File: config.mk
export PLATFORM = sky130hd
export DESIGN_NAME = cond_reg_unit
export DESIGN_NICKNAME = d
export VERILOG_FILES = /design/src/rtl/cr_pkg.sv /design/src/rtl/cr_compare.sv /design/src/rtl/cr_field_bank.sv /design/src/rtl/cr_branch_eval.sv /design/src/rtl/cond_reg_unit.sv
export SDC_FILE = /design/constraint.sdc
export NUM_CORES = 1
export LEC_CHECK = 0
export BUFFER_PORTS_ARGS = -buffer_cell sky130_fd_sc_hd__buf_2
export CORE_AREA = 2 2 76 78
export DETAILED_ROUTE_END_ITERATION = 7
export DIE_AREA = 0 0 78 80
export PLACE_DENSITY = 0.84
export SLEW_MARGIN = 20
export SYNTH_ARGS = -nofsm -noshare
export SYNTH_HDL_FRONTEND = slang
export SYNTH_SLANG_ARGS = --single-unit
File: constraint.sdc
create_clock -name clk -period 3.7 [get_ports clk]
set_clock_uncertainty 0.05 [all_clocks]
set_input_delay 0 -clock clk [delete_from_list [all_inputs] [get_ports clk]]
set_output_delay 0 -clock clk [all_outputs]
set_load 0.005 [all_outputs]
File: src/rtl/cr_pkg.sv
package cr_pkg;
  localparam int FIELD_W   = 4;
  localparam int NUM_FIELD = 8;
  localparam int CR_W      = FIELD_W * NUM_FIELD;
  localparam int IDX_W     = $clog2(NUM_FIELD);
  localparam int BIT_IDX_W = $clog2(CR_W);
  localparam int REC_FIELD = 0;
  localparam int FPX_FIELD = 1;

  typedef logic [FIELD_W-1:0] field_t;
  typedef logic [0:NUM_FIELD-1][FIELD_W-1:0] cr_t;
endpackage

File: src/rtl/cr_compare.sv
module cr_compare #(
  parameter int W = 32
) (
  input  logic [W-1:0]             a,
  input  logic [W-1:0]             b,
  input  logic                     is_signed,
  input  logic                     so,
  output logic [cr_pkg::FIELD_W-1:0] flags
);
  logic lt, gt, eq;

  always_comb begin
    if (is_signed) begin
      lt = $signed(a) < $signed(b);
      gt = $signed(a) > $signed(b);
    end else begin
      lt = a < b;
      gt = a > b;
    end
    eq    = (a == b);
    flags = {lt, gt, eq, so};
  end

  always_comb begin
    p_one_relation_r3: assert ($onehot({lt, gt, eq}));
  end
endmodule

File: src/rtl/cr_field_bank.sv
module cr_field_bank
  import cr_pkg::*;
(
  input  logic             clk,
  input  logic             rst,
  input  logic             rec_valid,
  input  field_t           rec_flags,
  input  logic             fpx_valid,
  input  field_t           fpx_flags,
  input  logic             cmp_valid,
  input  logic [IDX_W-1:0] cmp_idx,
  input  field_t           cmp_flags,
  output cr_t              cr_q
);
  for (genvar f = 0; f < NUM_FIELD; f++) begin : g_field
    logic cmp_hit;
    assign cmp_hit = cmp_valid && (cmp_idx == IDX_W'(f));

    always_ff @(posedge clk) begin
      if (rst)
        cr_q[f] <= '0;
      else if (cmp_hit)
        cr_q[f] <= cmp_flags;
      else if ((f == REC_FIELD) && rec_valid)
        cr_q[f] <= rec_flags;
      else if ((f == FPX_FIELD) && fpx_valid)
        cr_q[f] <= fpx_flags;
    end
  end

  p_reset_clear_r1: assert property (@(posedge clk) rst |=> (cr_q == '0));

  p_idle_hold_r7: assert property (@(posedge clk) disable iff (rst)
    !(rec_valid || fpx_valid || cmp_valid) |=> $stable(cr_q));

  p_cmp_lands_r8: assert property (@(posedge clk) disable iff (rst)
    cmp_valid |=> cr_q[$past(cmp_idx)] == $past(cmp_flags));

  p_rec_lands_r5: assert property (@(posedge clk) disable iff (rst)
    (rec_valid && !(cmp_valid && cmp_idx == IDX_W'(REC_FIELD)))
      |=> cr_q[REC_FIELD] == $past(rec_flags));

  p_fpx_lands_r6: assert property (@(posedge clk) disable iff (rst)
    (fpx_valid && !(cmp_valid && cmp_idx == IDX_W'(FPX_FIELD)))
      |=> cr_q[FPX_FIELD] == $past(fpx_flags));
endmodule

File: src/rtl/cr_branch_eval.sv
module cr_branch_eval
  import cr_pkg::*;
(
  input  logic                 clk,
  input  logic                 rst,
  input  logic [CR_W-1:0]      cr_flat,
  input  logic                 br_valid,
  input  logic                 br_uncond,
  input  logic [BIT_IDX_W-1:0] br_bit,
  output logic                 br_resolved,
  output logic                 br_taken
);
  logic sel_bit;
  assign sel_bit = cr_flat[(CR_W-1) - int'(br_bit)];

  always_ff @(posedge clk) begin
    if (rst) begin
      br_resolved <= 1'b0;
      br_taken    <= 1'b0;
    end else begin
      br_resolved <= br_valid;
      br_taken    <= br_valid && (br_uncond || sel_bit);
    end
  end

  p_uncond_taken_r10: assert property (@(posedge clk) disable iff (rst)
    (br_valid && br_uncond) |=> br_taken);

  p_resolve_follows_r11: assert property (@(posedge clk) disable iff (rst)
    br_valid |=> br_resolved);

  p_quiet_when_idle_r11: assert property (@(posedge clk) disable iff (rst)
    !br_valid |=> !br_resolved && !br_taken);
endmodule

File: src/rtl/cond_reg_unit.sv
module cond_reg_unit
  import cr_pkg::*;
#(
  parameter int DATA_W = 32
) (
  input  logic                 clk,
  input  logic                 rst,
  input  logic                 rec_valid,
  input  logic [DATA_W-1:0]    rec_result,
  input  logic                 rec_ovf,
  input  logic                 fpx_valid,
  input  logic [FIELD_W-1:0]   fpx_status,
  input  logic                 cmp_valid,
  input  logic [IDX_W-1:0]     cmp_field,
  input  logic                 cmp_signed,
  input  logic [DATA_W-1:0]    cmp_a,
  input  logic [DATA_W-1:0]    cmp_b,
  input  logic                 cmp_so,
  input  logic                 br_valid,
  input  logic                 br_uncond,
  input  logic [BIT_IDX_W-1:0] br_bit,
  output logic [CR_W-1:0]      cr_value,
  output logic                 br_resolved,
  output logic                 br_taken
);
  field_t rec_flags, cmp_flags;
  cr_t    cr_q;

  cr_compare #(.W(DATA_W)) u_rec_cls (
    .a(rec_result), .b('0), .is_signed(1'b1), .so(rec_ovf), .flags(rec_flags)
  );

  cr_compare #(.W(DATA_W)) u_cmp (
    .a(cmp_a), .b(cmp_b), .is_signed(cmp_signed), .so(cmp_so), .flags(cmp_flags)
  );

  cr_field_bank u_bank (
    .clk(clk), .rst(rst),
    .rec_valid(rec_valid), .rec_flags(rec_flags),
    .fpx_valid(fpx_valid), .fpx_flags(fpx_status),
    .cmp_valid(cmp_valid), .cmp_idx(cmp_field), .cmp_flags(cmp_flags),
    .cr_q(cr_q)
  );

  assign cr_value = cr_q;

  cr_branch_eval u_br (
    .clk(clk), .rst(rst), .cr_flat(cr_value),
    .br_valid(br_valid), .br_uncond(br_uncond), .br_bit(br_bit),
    .br_resolved(br_resolved), .br_taken(br_taken)
  );
endmodule

== Yosys cells after proc, flatten, opt, wreduce, memory -nomap -nowiden ==
Index checks and enable logic that the tools add are counted.

* Bits in registers: 34
* Input port bits: 118
* Output and inout port bits: 34
* Logic and storage cells: 49

* Add/sub/neg operators: 1
* Magnitude comparators: 7
* Equal/unequal tests: 8
* Muxes and demuxes: 9
* Reductions and logical operators: 14

{| class="wikitable"
|+ Operators by type and width
! kind !! count
|-
| 32-bit > comparator || 2
|-
| 32-bit less-than comparator || 2
|-
| 32-bit equality test || 1
|-
| 32-bit by 1-bit > comparator with 1-bit output, second input constant || 1
|-
| 32-bit logical NOT || 1
|-
| 32-bit by 1-bit less-than comparator with 1-bit output, second input constant || 1
|-
| 32-bit by 7-bit less-than comparator with 1-bit output, second input constant || 1
|-
| 4-bit 2-to-1 mux || 4
|-
| 3-bit equality test, second input constant || 4
|-
| 1-bit logical AND || 9
|-
| 3-bit by 2-bit equality test with 1-bit output, second input constant || 2
|-
| 5-bit by 5-bit subtractor with 6-bit output, first input constant || 1
|-
| 1-bit binary-select mux with 5-bit select || 1
|-
| 1-bit 2-to-1 mux || 4
|-
| 2-bit nonzero test || 2
|-
| 3-bit by 1-bit equality test with 1-bit output, second input constant || 1
|-
| 3-bit logical NOT || 1
|-
| 1-bit logical OR || 1
|}

== Longest topological paths before layout ==
* Depth after elaboration: 6
* Gate-level depth with buffers: 9
* Depth with buffers taken out: 8

== Modules after synthesis ==
Synthesis repeated with hierarchy kept, for this count alone.

* Cell total of the unflattened synthesis: 404
* Area total of the unflattened synthesis: 3472.1 um^2

{| class="wikitable"
|+ Modules (own cells, without submodules)
! module !! instances !! cells an instance !! area an instance (um^2) !! seq. area each (um^2)
|-
| cr_compare || 2 || 119 || 890.9 || 0.0
|-
| cr_field_bank || 1 || 129 || 1323.8 || 640.6
|-
| cr_branch_eval || 1 || 35 || 359.1 || 40.0
|-
| cond_reg_unit || 1 || 2 || 7.5 || 0.0
|}

== Worst setup path before layout ==
OpenSTA, ideal clock, no wires.

* Path kind: input -> register
* Start: in cmp_b[14]
* End: reg u_bank.cr_q[18] (netlist bit)
* Setup time: 0.117 ns
* Data arrival time: 1.699 ns
* Required time: 3.533 ns
* Path slack: 1.834 ns
* Stages on the path: 8
* Buffers on the path: 1
* Cell sequence: inv_1 ha_1 nand4_1 nor4_1 nor4b_2 buf_2 nor3_1 a32o_1

* Cells in the longest elaborated chain, start to end: 2
* Elaborated cells between the ends (all ways): 3
* Those cells by class: 2 x order compare; 1 x mux

{| class="wikitable"
|+ RTL lines
! what !! RTL line !! RTL
|-
| start, declared || cond_reg_unit.sv:17 || <nowiki>input logic [DATA_W-1:0] cmp_b,</nowiki>
|-
| 32-bit > comparator (on tied branches) || cr_compare.sv:18, cr_compare.sv:15 ||
|-
| 1-bit 2-to-1 mux (*) || cr_compare.sv:13 || <nowiki>if (is_signed) begin</nowiki>
|-
| end signal, assigned by index || cr_field_bank.sv:23 || <nowiki>cr_q[f] <= cmp_flags;</nowiki>
|-
| end signal, assigned by index || cr_field_bank.sv:25 || <nowiki>cr_q[f] <= rec_flags;</nowiki>
|-
| end signal, assigned by index || cr_field_bank.sv:27 || <nowiki>cr_q[f] <= fpx_flags;</nowiki>
|-
| end, declared || cr_field_bank.sv:13 || <nowiki>output cr_t cr_q</nowiki>
|}

Mark *: on every way between the ends. The rest lies on a longest branch, timed or not.
A chain may end at the register's enable or synchronous reset.

== Worst setup path after layout ==
* Start: reg u_bank.cr_q[10] (netlist bit)
* End: reg u_br.br_taken

* Cells in the longest elaborated chain, start to end: 5

{| class="wikitable"
|+ RTL lines
! what !! RTL line !! RTL
|-
| 1-bit binary-select mux with 5-bit select || cr_branch_eval.sv:14 || <nowiki>assign sel_bit = cr_flat[(CR_W-1) - int'(br_bit)];</nowiki>
|-
| 1-bit 2-to-1 mux (not written as such) (2 in a row) || cr_branch_eval.sv:14 ||
|-
| 1-bit logical OR || cr_branch_eval.sv:22 || <nowiki>br_taken <= br_valid && (br_uncond || sel_bit);</nowiki>
|-
| 1-bit logical AND || cr_branch_eval.sv:22 ||
|-
| end signal, assigned || cr_branch_eval.sv:22 ||
|-
| end, declared || cr_branch_eval.sv:11 || <nowiki>output logic br_taken</nowiki>
|}

Every way passes these cells. The select of a mux whose other input is x is not followed.

==> impl_metrics.yaml <==
run_status:
  status: "completed"
power:
  vdd_drop_max_mv: 0.1899
  p_total_mw: 1.034
  leakage_nw: 1.801
  p_per_area_nw_per_um2: 297.7
global_route:
  antenna_found_initial: 0
  grt_pass1_vias: 2791
  grt_pass1_wl_mm: 11.92
  grt_max_degree: 30
  grt_overflow_total: 0
  track_usage: 0.2396
setup_path:
  cp_top_family: "multiplexers"
  path_depth: 5
  critPathMaxStageDelay_ns: 0.54
  setup.worst_path.start_class: "flop"
  crit_path_end: "u_br.br_taken$_SDFF_PP0_"
  critPathLaunch: "u_bank.cr_q[10]$_SDFFE_PP0P_"
  crit_fanout: 3
  r2r_start: "u_bank.cr_q[10]$_SDFFE_PP0P_"
  path_class: "flop to flop"
  crit_top_cell: "mux4_2"
  critical_path_required_ns: 3.84
  worstRegToRegCells: 5
  crit_path_cell_trace: "mux4_2, mux4_2, mux2_2, o21a_1, dlygate4sd3_1"
  crit_path_end_kind: "flop"
  cpMaxStageDelayCell: "dlygate4sd3_1"
  arrival_ns: 2.58
  reg2reg_slack_ns: 1.26
  timing.rr.end: "u_br.br_taken$_SDFF_PP0_"
  crit_buf_inv: 1
sta:
  setup_viol: 0
  drv_slew: 0
  fin_setup_tns_ns: 0
  worst_slew_pin_slew_ns: 0.5536
  holdWs_ns: 0.007043
  worst_slack_ns: 1.261
  post-route-min-period_ns: 2.439
  fmax_ghz: 0.4100
  hold_viol_final: 0
  period_share: 0.6592
  maxSlewHeadroom: 0.6275
  grt_setup_unrepaired: "false"
drt:
  dr.pass1.iters: 4
  drc: 0
  wl_per_cell_um: 14.47
  ant_nets: 0
  drt-total-wl_mm: 7.539
  avgViaCountPerCell: 5.361
  initialDrtViolationCount: 100
  num_vias: 2793
job:
  maxCapViolCount: 0
yosys:
  synth_nets: 445
  ys.flop_type: "dfxtp_1"
  yosys-top-cells-count: "inv_1, dfxtp_1, nand2_1, ha_1, a21oi_1"
  synth_seq_cells: 34
  yosysTopAreaCellShare: 0.2742
  yosysTopAreaCell: "dfxtp_1"
  syn-instance-count: 295
  synth_most_common_cell: "inv_1"
  synth_area_leaders: "dfxtp_1, ha_1, mux4_2, a21oi_1, inv_1"
  synth.avg_cell_area_um2: 8.415
  ys_seq_area_frac: 0.2742
  syn_area_um2: 2482
  yosysUniqueCellTypes: 31
  synth_edf_count: 0
  yosys_warnings: 0
  async_flop_share: 0
layout:
  drive_above_1_share: 0.3987
  final_cells: 521
  area_delta_synth_final_pct: 39.97
  stdcell_area_um2: 3475
  postLayoutCoreUtil: 0.6428
  n_antenna_cell: 0
  nNetsFinal: 598
cts:
  cts_buffer_depth: 2
  cts_buffers: 5
  h-tree-depth: 2
  clkLatencyLatePin_ns: 0.29
  cts_tree: "yes"
  path_clk_slew_ns: 0.08
  clkSinkCount: 34
  cts_root_buffer: "clkbuf_8"
  cts_resized: 0
die:
  die-area_um2: 6240
  rows: 27
  core_area_um2: 5405
  initial_core_util: 0.4593
  die_x_um: 78
  io_pins: 152
  die_h_um: 80
placement:
  place.gp.congestion: 0.8440
  placed_cell_area_um2: 3297
  dp_cells: 509
  dp_slack_ns: 1.628
  port_buffers: 151
  dp_hpwl_mm: 6.108
hold_path:
  hold_class: "primary input to flop"
==> cell type report <==
class | instances | area, µm²
clock buffer | 5 | 68.82
sequential | 34 | 680.7
tap | 72 | 90.09
clock inverter | 3 | 68.82
timing repair buffer | 157 | 810.8
multi-input combinational | 215 | 1624
fill | 475 | 1931
inverter | 35 | 131.4
==> worst min path at each step <==
stage / from / to / slack (ns) / cells past startpoint
CTS: rec_ovf / u_bank.cr_q[28]$_SDFFE_PP0P_ / 0.01 / 3
global placement: br_uncond / u_br.br_taken$_SDFF_PP0_ / 0.17 / 2
detailed placement: br_uncond / u_br.br_taken$_SDFF_PP0_ / 0.18 / 2
floorplan: br_uncond / u_br.br_taken$_SDFF_PP0_ / 0.07 / 1
finish: rec_ovf / u_bank.cr_q[28]$_SDFFE_PP0P_ / 0.007 / 3
global route: rec_ovf / u_bank.cr_q[28]$_SDFFE_PP0P_ / 0.04 / 3
==> timing repair <==
action | 4_1_cts | 5_1_grt
hold buffers | 4 | 0
hold endpoints to repair | 4 | 0
buffers inserted | 0 | 0
==> worst register-to-register path, stage by stage (launching register included) <==
cell and delay (ns):
dfxtp_1 0.34, mux4_2 0.49, mux4_2 0.48, mux2_2 0.27, o21a_1 0.16, dlygate4sd3_1 0.54
==> placed cells by master (no fill, tap or decap), types with 3 or more instances in the layout <==
master	n
dlygate4sd3_1	4
a21oi_1	31
nor2_1	16
nor3_1	10
nand3_1	7
a211oi_1	5
mux2_2	6
nand2_1	33
nand2b_1	3
ha_1	32
nor4_1	11
mux4_2	10
clkbuf_8	5
nand4_1	11
a221o_1	3
a32o_1	6
mux2i_1	5
buf_2	151
inv_1	35
dfxtp_1	34
nor2b_1	5
o21ai_0	10
==> where the power goes <==
| group | total [mW] | switching [mW] | internal (mW) |
|---|---|---|---|
| Clock | 0.412 | 0.142 | 0.270 |
| Combinational | 0.236 | 0.116 | 0.120 |
| Sequential | 0.386 | 0.00841 | 0.378 |
| Total | 1.03 | 0.266 | 0.768 |
==> registers in the layout, indices dropped and copies added (netlist names) <==
name	cells
u_br.br_taken	1
u_br.br_resolved	1
u_bank.cr_q	32
==> logic make-up (layout without fill, tap and decap cells) <==
logic type / after synthesis / count (layout) / share of synthesized area
simple gates: 99 / 99 / 0.1956
compound gates: 63 / 63 / 0.1593
buf+inv: 46 / 200 / 0.07158
flops: 34 / 34 / 0.2742
fa+ha+maj: 32 / 32 / 0.1613
mux: 21 / 21 / 0.1381
==> routing by layer <==
metal / up-vias / part of all wire / wire length (µm) / GRT usage
met5: - / 0 / 0 / 0
met1: 1251 / 0.39 / 2940 / 0.2585
li1: 1383 / - / - / -
met4: 0 / 0.018 / 137 / 0.08421
met3: 16 / 0.090 / 682 / 0.07014
met2: 143 / 0.50 / 3779 / 0.4448
(Power assumes the default switching activity.)
